$ cat src/rtl/hs_fault_pkg.sv
package hs_fault_pkg;
  localparam int unsigned REG_W     = 8;
  localparam int unsigned F_PGI_BIT = 4;
  localparam int unsigned F_BDC_BIT = 6;
  localparam logic        ADDR_E    = 1'b0;
  localparam logic        ADDR_F    = 1'b1;
endpackage

$ cat src/rtl/hs_reset_sync.sv
module hs_reset_sync #(
  parameter int unsigned STAGES = 2
) (
  input  logic clk,
  input  logic rst_n,
  output logic rst_sync_n
);
  logic [STAGES-1:0] chain_q;
  logic [STAGES-1:0] chain_d;

  always_comb begin
    chain_d = {chain_q[STAGES-2:0], 1'b1};
  end

  always_ff @(posedge clk or negedge rst_n) begin
    if (!rst_n) chain_q <= '0;
    else        chain_q <= chain_d;
  end

  assign rst_sync_n = chain_q[STAGES-1];
endmodule

$ cat src/rtl/hs_edge_fall.sv
module hs_edge_fall #(
  parameter int unsigned STAGES = 2
) (
  input  logic clk,
  input  logic rst_n,
  input  logic din,
  output logic level,
  output logic fall
);
  logic [STAGES-1:0] sync_q;
  logic [STAGES-1:0] sync_d;
  logic              prev_q;

  always_comb begin
    sync_d    = sync_q;
    sync_d[0] = din;
    for (int k = 1; k < STAGES; k++) begin
      sync_d[k] = sync_q[k-1];
    end
  end

  always_ff @(posedge clk or negedge rst_n) begin
    if (!rst_n) begin
      sync_q <= '0;
      prev_q <= 1'b0;
    end else begin
      sync_q <= sync_d;
      prev_q <= sync_q[STAGES-1];
    end
  end

  assign level = sync_q[STAGES-1];
  assign fall  = prev_q & ~sync_q[STAGES-1];
endmodule

$ cat src/rtl/hs_fault_bits.sv
module hs_fault_bits #(
  parameter int unsigned W = 8
) (
  input  logic         clk,
  input  logic         rst_n,
  input  logic [W-1:0] set_vec,
  input  logic [W-1:0] clr_vec,
  output logic [W-1:0] q
);
  logic [W-1:0] bits_q;
  logic [W-1:0] bits_d;
  logic         upd_en;

  always_comb begin
    bits_d = set_vec | (bits_q & ~clr_vec);
    upd_en = (|set_vec) | (|clr_vec);
  end

  always_ff @(posedge clk or negedge rst_n) begin
    if (!rst_n)      bits_q <= '0;
    else if (upd_en) bits_q <= bits_d;
  end

  assign q = bits_q;
endmodule

$ cat src/rtl/hs_switch_gate.sv
module hs_switch_gate #(
  parameter int unsigned W = 8
) (
  input  logic         on_level,
  input  logic         autoretry_en,
  input  logic [W-1:0] latched_e,
  input  logic         latched_pgi,
  input  logic [W-1:0] live_e,
  input  logic         live_pgi,
  output logic         switch_en
);
  logic hold_latched;
  logic hold_live;
  logic blocked;

  always_comb begin
    hold_latched = (|latched_e) | latched_pgi;
    hold_live    = (|live_e) | live_pgi;
    blocked      = autoretry_en ? hold_live : hold_latched;
    switch_en    = on_level & ~blocked;
  end
endmodule

$ cat src/rtl/hs_fault_ctrl.sv
module hs_fault_ctrl
  import hs_fault_pkg::*;
#(
  parameter int unsigned NUM_RAILS   = 4,
  parameter int unsigned SYNC_STAGES = 2
) (
  input  logic                 clk,
  input  logic                 rst_n,
  input  logic [NUM_RAILS-1:0] uv_flag,
  input  logic [NUM_RAILS-1:0] oc_flag,
  input  logic [NUM_RAILS-1:0] oc_cool,
  input  logic                 pgi_flag,
  input  logic                 pgi_cool,
  input  logic                 autoretry_en,
  input  logic                 on_in,
  input  logic                 bd_sel_in,
  input  logic                 intvcc_uvlo,
  input  logic                 wr_en,
  input  logic                 wr_addr,
  input  logic [REG_W-1:0]     wr_data,
  output logic [REG_W-1:0]     fault_e,
  output logic [REG_W-1:0]     fault_f,
  output logic                 switch_en
);
  localparam int unsigned E_W = 2 * NUM_RAILS;

  logic             rst_sync_n;
  logic             on_level;
  logic             on_fall;
  logic             bd_level;
  logic             bd_fall;
  logic [E_W-1:0]   cond_e;
  logic             cond_pgi;
  logic             clr_global;
  logic [E_W-1:0]   e_set;
  logic [E_W-1:0]   e_clr;
  logic [REG_W-1:0] f_set;
  logic [REG_W-1:0] f_clr;
  logic [REG_W-1:0] wr_clr_e;
  logic [REG_W-1:0] wr_clr_f;
  logic [E_W-1:0]   e_q;

  hs_reset_sync #(.STAGES(2)) u_rst_sync (
    .clk        (clk),
    .rst_n      (rst_n),
    .rst_sync_n (rst_sync_n)
  );

  hs_edge_fall #(.STAGES(SYNC_STAGES)) u_on_edge (
    .clk   (clk),
    .rst_n (rst_sync_n),
    .din   (on_in),
    .level (on_level),
    .fall  (on_fall)
  );

  hs_edge_fall #(.STAGES(SYNC_STAGES)) u_bd_edge (
    .clk   (clk),
    .rst_n (rst_sync_n),
    .din   (bd_sel_in),
    .level (bd_level),
    .fall  (bd_fall)
  );

  always_comb begin
    cond_e     = {oc_flag | oc_cool, uv_flag};
    cond_pgi   = pgi_flag | pgi_cool;
    clr_global = on_fall | intvcc_uvlo;
    wr_clr_e   = (wr_en && (wr_addr == ADDR_E)) ? ~wr_data : '0;
    wr_clr_f   = (wr_en && (wr_addr == ADDR_F)) ? ~wr_data : '0;
    e_set      = cond_e;
    e_clr      = {E_W{clr_global | bd_fall}} | wr_clr_e[E_W-1:0];
    for (int b = 0; b < REG_W; b++) begin
      if (b == F_PGI_BIT) begin
        f_set[b] = cond_pgi;
        f_clr[b] = clr_global | bd_fall | wr_clr_f[b];
      end else if (b == F_BDC_BIT) begin
        f_set[b] = bd_fall;
        f_clr[b] = clr_global | wr_clr_f[b];
      end else begin
        f_set[b] = 1'b0;
        f_clr[b] = 1'b1;
      end
    end
  end

  hs_fault_bits #(.W(E_W)) u_reg_e (
    .clk     (clk),
    .rst_n   (rst_sync_n),
    .set_vec (e_set),
    .clr_vec (e_clr),
    .q       (e_q)
  );

  hs_fault_bits #(.W(REG_W)) u_reg_f (
    .clk     (clk),
    .rst_n   (rst_sync_n),
    .set_vec (f_set),
    .clr_vec (f_clr),
    .q       (fault_f)
  );

  generate
    if (E_W >= REG_W) begin : g_e_full
      assign fault_e = e_q[REG_W-1:0];
    end else begin : g_e_pad
      assign fault_e = {{(REG_W-E_W){1'b0}}, e_q};
    end
  endgenerate

  hs_switch_gate #(.W(E_W)) u_gate (
    .on_level     (on_level),
    .autoretry_en (autoretry_en),
    .latched_e    (e_q),
    .latched_pgi  (fault_f[F_PGI_BIT]),
    .live_e       (cond_e),
    .live_pgi     (cond_pgi),
    .switch_en    (switch_en)
  );

  logic unused_bd_level;
  assign unused_bd_level = bd_level;
endmodule

$ cat config.mk
export PLATFORM = sky130hd
export DESIGN_NAME = hs_fault_ctrl
export DESIGN_NICKNAME = d
export VERILOG_FILES = /design/src/rtl/hs_fault_pkg.sv /design/src/rtl/hs_reset_sync.sv /design/src/rtl/hs_edge_fall.sv /design/src/rtl/hs_fault_bits.sv /design/src/rtl/hs_switch_gate.sv /design/src/rtl/hs_fault_ctrl.sv
export SDC_FILE = /design/constraint.sdc
export NUM_CORES = 1
export LEC_CHECK = 0
export BUFFER_PORTS_ARGS = -buffer_cell sky130_fd_sc_hd__buf_2
export CORE_MARGIN = 2
export CORE_UTILIZATION = 39
export CTS_BUF_LIST = sky130_fd_sc_hd__clkbuf_8
export DETAILED_ROUTE_END_ITERATION = 8
export GPL_TIMING_DRIVEN = 0
export PLACE_DENSITY_LB_ADDON = 0.25
export RECOVER_POWER = 100
export SLEW_MARGIN = 20
export SYNTH_ARGS = -nofsm -noshare
export SYNTH_HDL_FRONTEND = slang
export SYNTH_SLANG_ARGS = --single-unit
$ cat constraint.sdc
create_clock -name clk -period 0.85 [get_ports clk]
set_input_delay 0.0425 -clock clk [delete_from_list [all_inputs] [get_ports clk]]
set_output_delay 0.0425 -clock clk [all_outputs]
set_load 0.05 [all_outputs]
==> results by group, run 1 <==
Status
  – Status: complete, but fails checks
  – Failing checks: setup timing

STA
  – Final TNS setup: -2.99 ns
  – Crit share post-route: 1.78
  – Hold_ws: ~0.00011 ns
  – Setup Skew: between 0.01 and 0.015 ns
  – Minimum clock period after layout: 1.51 ns
  – Setup violators final: 19
  – Final hold viol count: 0
  – Max Clk Rate: 660 MHz
  – Final worst-path setup slack: -0.664 ns
  – RSZ-0062 raised after global routing: yes
  – Max Slew Vio Count: 0

Final layout
  – Area Overhead vs Synth: 78.9%
  – Number of diodes: 0
  – Share of layout cells above drive strength 1: 0.585
  – Final nets: 161
  – Post-Route Utilization: 0.756

Worst setup path
  – Critical R2R Launch: u_on_edge.prev_q
  – Crit end category: output port
  – Cell chain of the critical path: nor4_2, nand3_1, a21boi_4, buf_6
  – Crit-path max cell delay: ~0.43 ns
  – CP startpoint kind: flip-flop
  – Crit path DAT: roughly 1.5 ns
  – Worst Path Required: 0.81 ns
  – Slowest cell on crit path: dfrtp_2
  – Critical path origin: u_reg_e.q[5]
  – Worst-path maximum fanout: 3
  – Critical path type: flip-flop to output port

Global routing
  – First-pass GRT wire length: 2600 um
  – Largest net degree at the start of global routing: 17
  – Total congestion overflow: 0
  – Initial antenna violation count: 0
  – Vias in the first global route: about 630
  – All-layer global routing usage: 0.176

Routing
  – Via density: 5.23
  – Antenna-violating nets left: 0
  – Routed WL: 2750 um
  – Detailed-route wire length per cell: 17.8 um
  – DRC viols: 0
  – Pre-antenna DRT Iters: 4
  – Iter 0 DRT Violations: 23
  – Vias post-DR: 810

Logic synthesis
  – Synth cell count leaders: dfrtp_1 (18), o21ai_0 (10), buf_4 (7)
  – Yosys top cell area share: 0.604
  – Syn_area_per_cell: roughly 11 um2
  – Ys flop type: dfrtp_1
  – Post-Syn Area: 746 um2
  – Top-count cell post-synth: dfrtp_1
  – Synth Register Bits: 18
  – Total of warnings raised by yosys: 0
  – FFs w/ async S/R, synth: 1.00
  – Netlist cell types: 19
  – Post-synthesis sequential area ratio: 0.604
  – Top post-synthesis cells by area: dfrtp_1 (60%), buf_4 (7.0%), o21ai_0 (6.7%), o21bai_1 (4.0%), nor4_1 (3.4%)
  – Cells after Synth: 68
  – Largest area contributor in the netlist: dfrtp_1
  – Number of synthesized flops with an enable pin: 0

Clock tree
  – Root buffer cell: clkbuf_8
  – H-tree level count: 1
  – Cts bufs inserted: 3
  – Insertion delay to the later sink of the worst-skew pair: between 0.2 and 0.3 ns
  – CTS tree: yes
  – Clk sink count: 18
  – Clk buf depth: 2
  – Clock transition at path regs: 0.07 ns

Place
  – PortBufs: 40
  – Detailed placement HPWL: 1310 um
  – Placer Congestion: 0.749

Min path
  – Hold Path Origin: oc_flag[3]
  – Worst Hold Class: input port to flip-flop

Floorplanning
  – Core Area: 0.00176 mm2
  – Die ar.: 0.00228 mm2
  – Die Span Y: around 48 um
  – Die width: 47.7 um
  – Num ports: 47
  – Initial Utilization: 0.423
  – Row count: 15

Power and ir drop
  – Pwr dens: approximately 1700 mW/mm2
  – Peak VDD IR: 1.28 mV
  – Total power: 2.22 mW
  – Leakage: 0.604 nW

Job
  – # Max-Cap Violations: 0
## metrics by stage
stage	setup slack [ns]	std cells	cell area (um2)
floorplan	-0.489	73	795
global placement	-0.461	138	1030
detailed placement	-0.472	138	1030
CTS	-0.625	150	1240
global route	-0.709	155	1330
finish	-0.664	155	1330
## metal layers
layer,GRT usage,routed length (um),up-vias
met3,0.0491,270,8
met2,0.301,1380,51
met1,0.187,1030,396
li1,-,-,355
met5,0,0,-
met4,0.114,74,0
## what timing repair did
| action | 4_1_cts | 5_1_grt |
|---|---|---|
| cloned | 1 | 0 |
| hold endpoints to repair | 6 | 3 |
| pin swaps | 2 | 3 |
| buffers inserted | 1 | 3 |
| gates resized for setup | 24 | 14 |
| endpoints found under the setup margin | 20 | 30 |
| hold buffers | 6 | 3 |
## logic make-up after synthesis
logic type | count (synthesis) | synth area share
buffers and inverters | 9 | 0.0805
flip-flops | 18 | 0.604
AO/OA/AOI/OAI | 22 | 0.186
AND/OR/NAND/NOR | 17 | 0.119
other | 2 | 0.0101
## flip-flops by register name, summed over array words and instances (netlist names)
signal and flops:
u_reg_e.q 8, u_bd_edge.sync_q 2, u_on_edge.sync_q 2, u_reg_f.q 2, u_rst_sync.chain_q 2, u_bd_edge.prev_q 1, u_on_edge.prev_q 1
## worst paths after layout
path | end | cells past startpoint | slack, ns
setup / recovery | switch_en | 4 | -0.66
hold / removal | u_reg_e.q[7] | 3 | 0.0001
setup reg to reg | u_reg_e.q[0] | 3 | -0.28
hold reg to reg | u_reg_e.q[0] | 0 | 0.17
max in group asynchronous | u_reg_f.q[6] | 0 | 0.38
min in group asynchronous | u_rst_sync.chain_q[0] | 2 | 0.10
## critical path: cells and delay by family, from the launching register on
family,cells,cell delay (ns)
compound gates,1,0.18
buf+inv,1,0.17
flops,1,0.43
simple gates,2,0.42
## cells in the final DEF (no fill, tap or decap), drive strengths merged
cell type / count
a211o: 2
a21boi: 1
buf: 48
clkbuf: 6
conb: 7
dfrtp: 18
dlygate4sd3: 9
inv: 2
nand2: 1
nand2b: 1
nand3: 1
nand4: 1
nor2: 6
nor2b: 1
nor3: 1
nor4: 4
nor4b: 1
o21ai: 15
o21bai: 4
o32ai: 1
## layout make-up
cell class                      count  area (um2)
Buffer                              6        45.0
Fill cell                         126         430
Timing Repair Buffer               53         403
Multi-Input combinational cell     47         329
Inverter                            2        7.51
Tap cell                           25        31.3
Clock buffer                        4        55.1
Sequential cell                    18         463
## report_power, final
part / internal (mW) / switching (mW) / total [mW]
logic: 0.229 / 0.318 / 0.547
registers: 0.913 / 0.0601 / 0.973
clock network: 0.412 / 0.292 / 0.703
No activity file was read; power rests on OpenSTA's default activity.
==> run 2: changes to the inputs <==
Settings changed: BUFFER_PORTS_ARGS -buffer_cell sky130_fd_sc_hd__buf_2 to not set, CORE_UTILIZATION 39 to 56, DONT_BUFFER_PORTS set to 1.
==> results by group, run 2 (synthesis gave the netlist of run 1 again) <==
Power and ir drop
  – Internal Pwr Total: 1.46 mW (-6.0%)
  – Switching portion of total power: 0.289 (-0.0124)
  – Flop pwr share: 0.527 (+0.089)
  – Switch Pwr: 594 uW (-11%)
  – Leakage: 0.459 nW (-24%)
  – Comb pwr share: 0.145 (-0.101)
  – Pwr dens: 1800 mW/mm2 (+8.0%)
  – Total power: 2.05 mW (-7.6%)
  – Peak VDD IR: 1.68 mV (+32%)
  – Clk pwr share: 0.328 (+0.012)

Floorplanning
  – Core Area: 0.00127 mm2 (-28%)
  – Die Span Y: 40.5 um (-15%)
  – Die ar.: 0.00164 mm2 (-28%)
  – Num ports: 47 (unchanged)
  – Initial Utilization: 0.588 (+0.165)
  – Die width: 40.5 um (-15%)
  – Row count: 13 (-2)

Clock tree
  – Clock transition at path regs: 0.07 ns (about the same)
  – Cts bufs inserted: 3 (unchanged)
  – H-tree level count: 1 (unchanged)
  – Insertion delay to the later sink of the worst-skew pair: 0.24 ns (-0.02 ns)
  – Clk sink count: 18 (unchanged)
  – Clk buf depth: 2 (unchanged)
  – CTS tree: yes
  – Root buffer cell: clkbuf_8

Final layout
  – Max reg flops: 8 (unchanged)
  – Number of diodes: 0 (unchanged)
  – Most frequent cells in the layout: dlygate4sd3_1 (18), o21ai_0 (9), dfrtp_1 (9), dfrtp_2 (9)
  – Share of layout cells above drive strength 1: 0.378 (-0.207)
  – Area Overhead vs Synth: 53.0%
  – Final nets: 129 (-20%)
  – Post-Route Utilization: 0.899 (+0.143)
  – Most common cell after layout, fill and taps aside: dlygate4sd3_1
  – Fin cells: 113 (-27%)

Worst setup path
  – Worst Path Required: 0.81 ns (about the same)
  – Critical R2R Launch: u_on_edge.prev_q
  – Worst-path maximum fanout: 3 (unchanged)
  – CP startpoint kind: flip-flop
  – Crit end category: output port
  – R2r endpoint: u_reg_e.q[2]
  – Reg2Reg Depth: 3 (unchanged)
  – Register-to-register setup slack: -0.20 ns (+0.08 ns)
  – Crit path DAT: 1.61 ns (+0.14 ns)
  – Critical path type: flip-flop to output port
  – Critical path origin: u_reg_e.q[3]

Routing
  – Detailed-route wire length per cell: 19.1 um (+7.6%)
  – Via density: 5.90 (+13%)
  – DRC viols: 0 (unchanged)
  – Routed WL: 2160 um (-22%)
  – Vias post-DR: 667 (-18%)
  – Iter 0 DRT Violations: 12 (-48%)
  – Antenna-violating nets left: 0 (unchanged)
  – Pre-antenna DRT Iters: 5 (+1)

Global routing
  – First-pass GRT wire length: 2870 um (+10%)
  – Largest net degree at the start of global routing: 17 (unchanged)
  – All-layer global routing usage: 0.282 (+0.106)
  – Vias in the first global route: 647 (+2.9%)
  – Initial antenna violation count: 0 (unchanged)
  – Total congestion overflow: 0 (unchanged)

STA
  – Final hold viol count: 0 (unchanged)
  – Max Clk Rate: 605 MHz (-8.3%)
  – Max_slew headroom: 0.598
  – Setup violators final: 13 (-6)
  – Setup Skew: 0.00188 ns (-0.00911 ns)
  – Final worst-path setup slack: -0.802 ns (-0.137 ns)
  – Slew @ Worst Pin: 0.602 ns
  – Minimum clock period after layout: 1.65 ns (+0.137 ns)
  – Final TNS setup: -2.42 ns (+0.565 ns)
  – Max Slew Vio Count: 0 (unchanged)
  – Crit share post-route: 1.94 (+0.162)
  – RSZ-0062 raised after global routing: yes

Status
  – Status: complete, but fails checks
  – Failing checks: setup timing

Job
  – # Max-Cap Violations: 0 (unchanged)

Place
  – PortBufs: 0 (-100%)
  – Placer Congestion: 0.684 (-8.7%)
  – Detailed placement HPWL: 1140 um (-13%)
  – Inst Count DP: 88 (-36%)
  – Worst slack at placement: -0.601 ns (-0.129 ns)

Min path
  – Worst Hold Class: input port to async pin
[run 2: cell count changes in the layout (fill, tap and decap cells not counted), moves of 2 or more]
cell           previous run  this run
dlygate4sd3_1             9        18
buf_8                     2         0
buf_2                    28         0
buf_6                    11         1
[run 2: cell type report]
class | instances | area [um2]
multi-input combinational | 47 | 347
tap | 15 | 18.8
buffer | 7 | 56.3
fill | 57 | 128
inverter | 2 | 7.51
sequential | 18 | 462
timing repair buffer | 20 | 195
clock buffer | 4 | 55.1
[run 2: critical path: stages, from the launching register on]
cell and delay (ns):
dfrtp_2 0.53, nor4_2 0.34, nand3_2 0.12, a21boi_4 0.37
[run 2: what timing repair did]
item,in CTS,in global routing
endpoints found under the hold margin,14,0
buffers inserted,1,1
hold buffers,18,0
gates resized for setup,6,8
setup endpoints to repair,12,20
pin swaps,1,4
cloned,1,0
[run 2: layer usage]
metal  routed length (um)  vias up  track usage  part of all wire
met5                    0        -            0                 0
met2                 1230       37        0.508              0.57
met3                  167        4       0.0833             0.077
met4                   34        0       0.0917             0.016
li1                     -      290            -                 -
met1                  730      336        0.312              0.34
[run 2: worst max-delay path by stage]
| stage | slack, ns | to |
|---|---|---|
| final | -0.80 | switch_en |
| after global routing | -0.87 | switch_en |
| after floorplan | -0.49 | switch_en |
| after global placement | -0.58 | switch_en |
| after CTS | -0.84 | switch_en |
| after detailed placement | -0.60 | switch_en |
[run 2: power by group through the flow]
stage	logic (mW)	clock network, mW	registers, mW
finish	0.298	0.674	1.08
global route	0.313	0.740	1.09
CTS	0.266	0.681	1.07
detailed placement	0.178	0	1.09
global placement	0.175	0	1.08
floorplan	0.163	0	1.07
[run 2: stage by stage]
| step | instance area (um2) | hold slack (ns) |
|---|---|---|
| final | 1140 | 0.0263 |
| after CTS | 1100 | 0.0147 |
| after floorplan | 795 | -0.253 |
| after detailed placement | 813 | -0.253 |
| after global routing | 1140 | 0.0266 |
| after global placement | 813 | -0.253 |
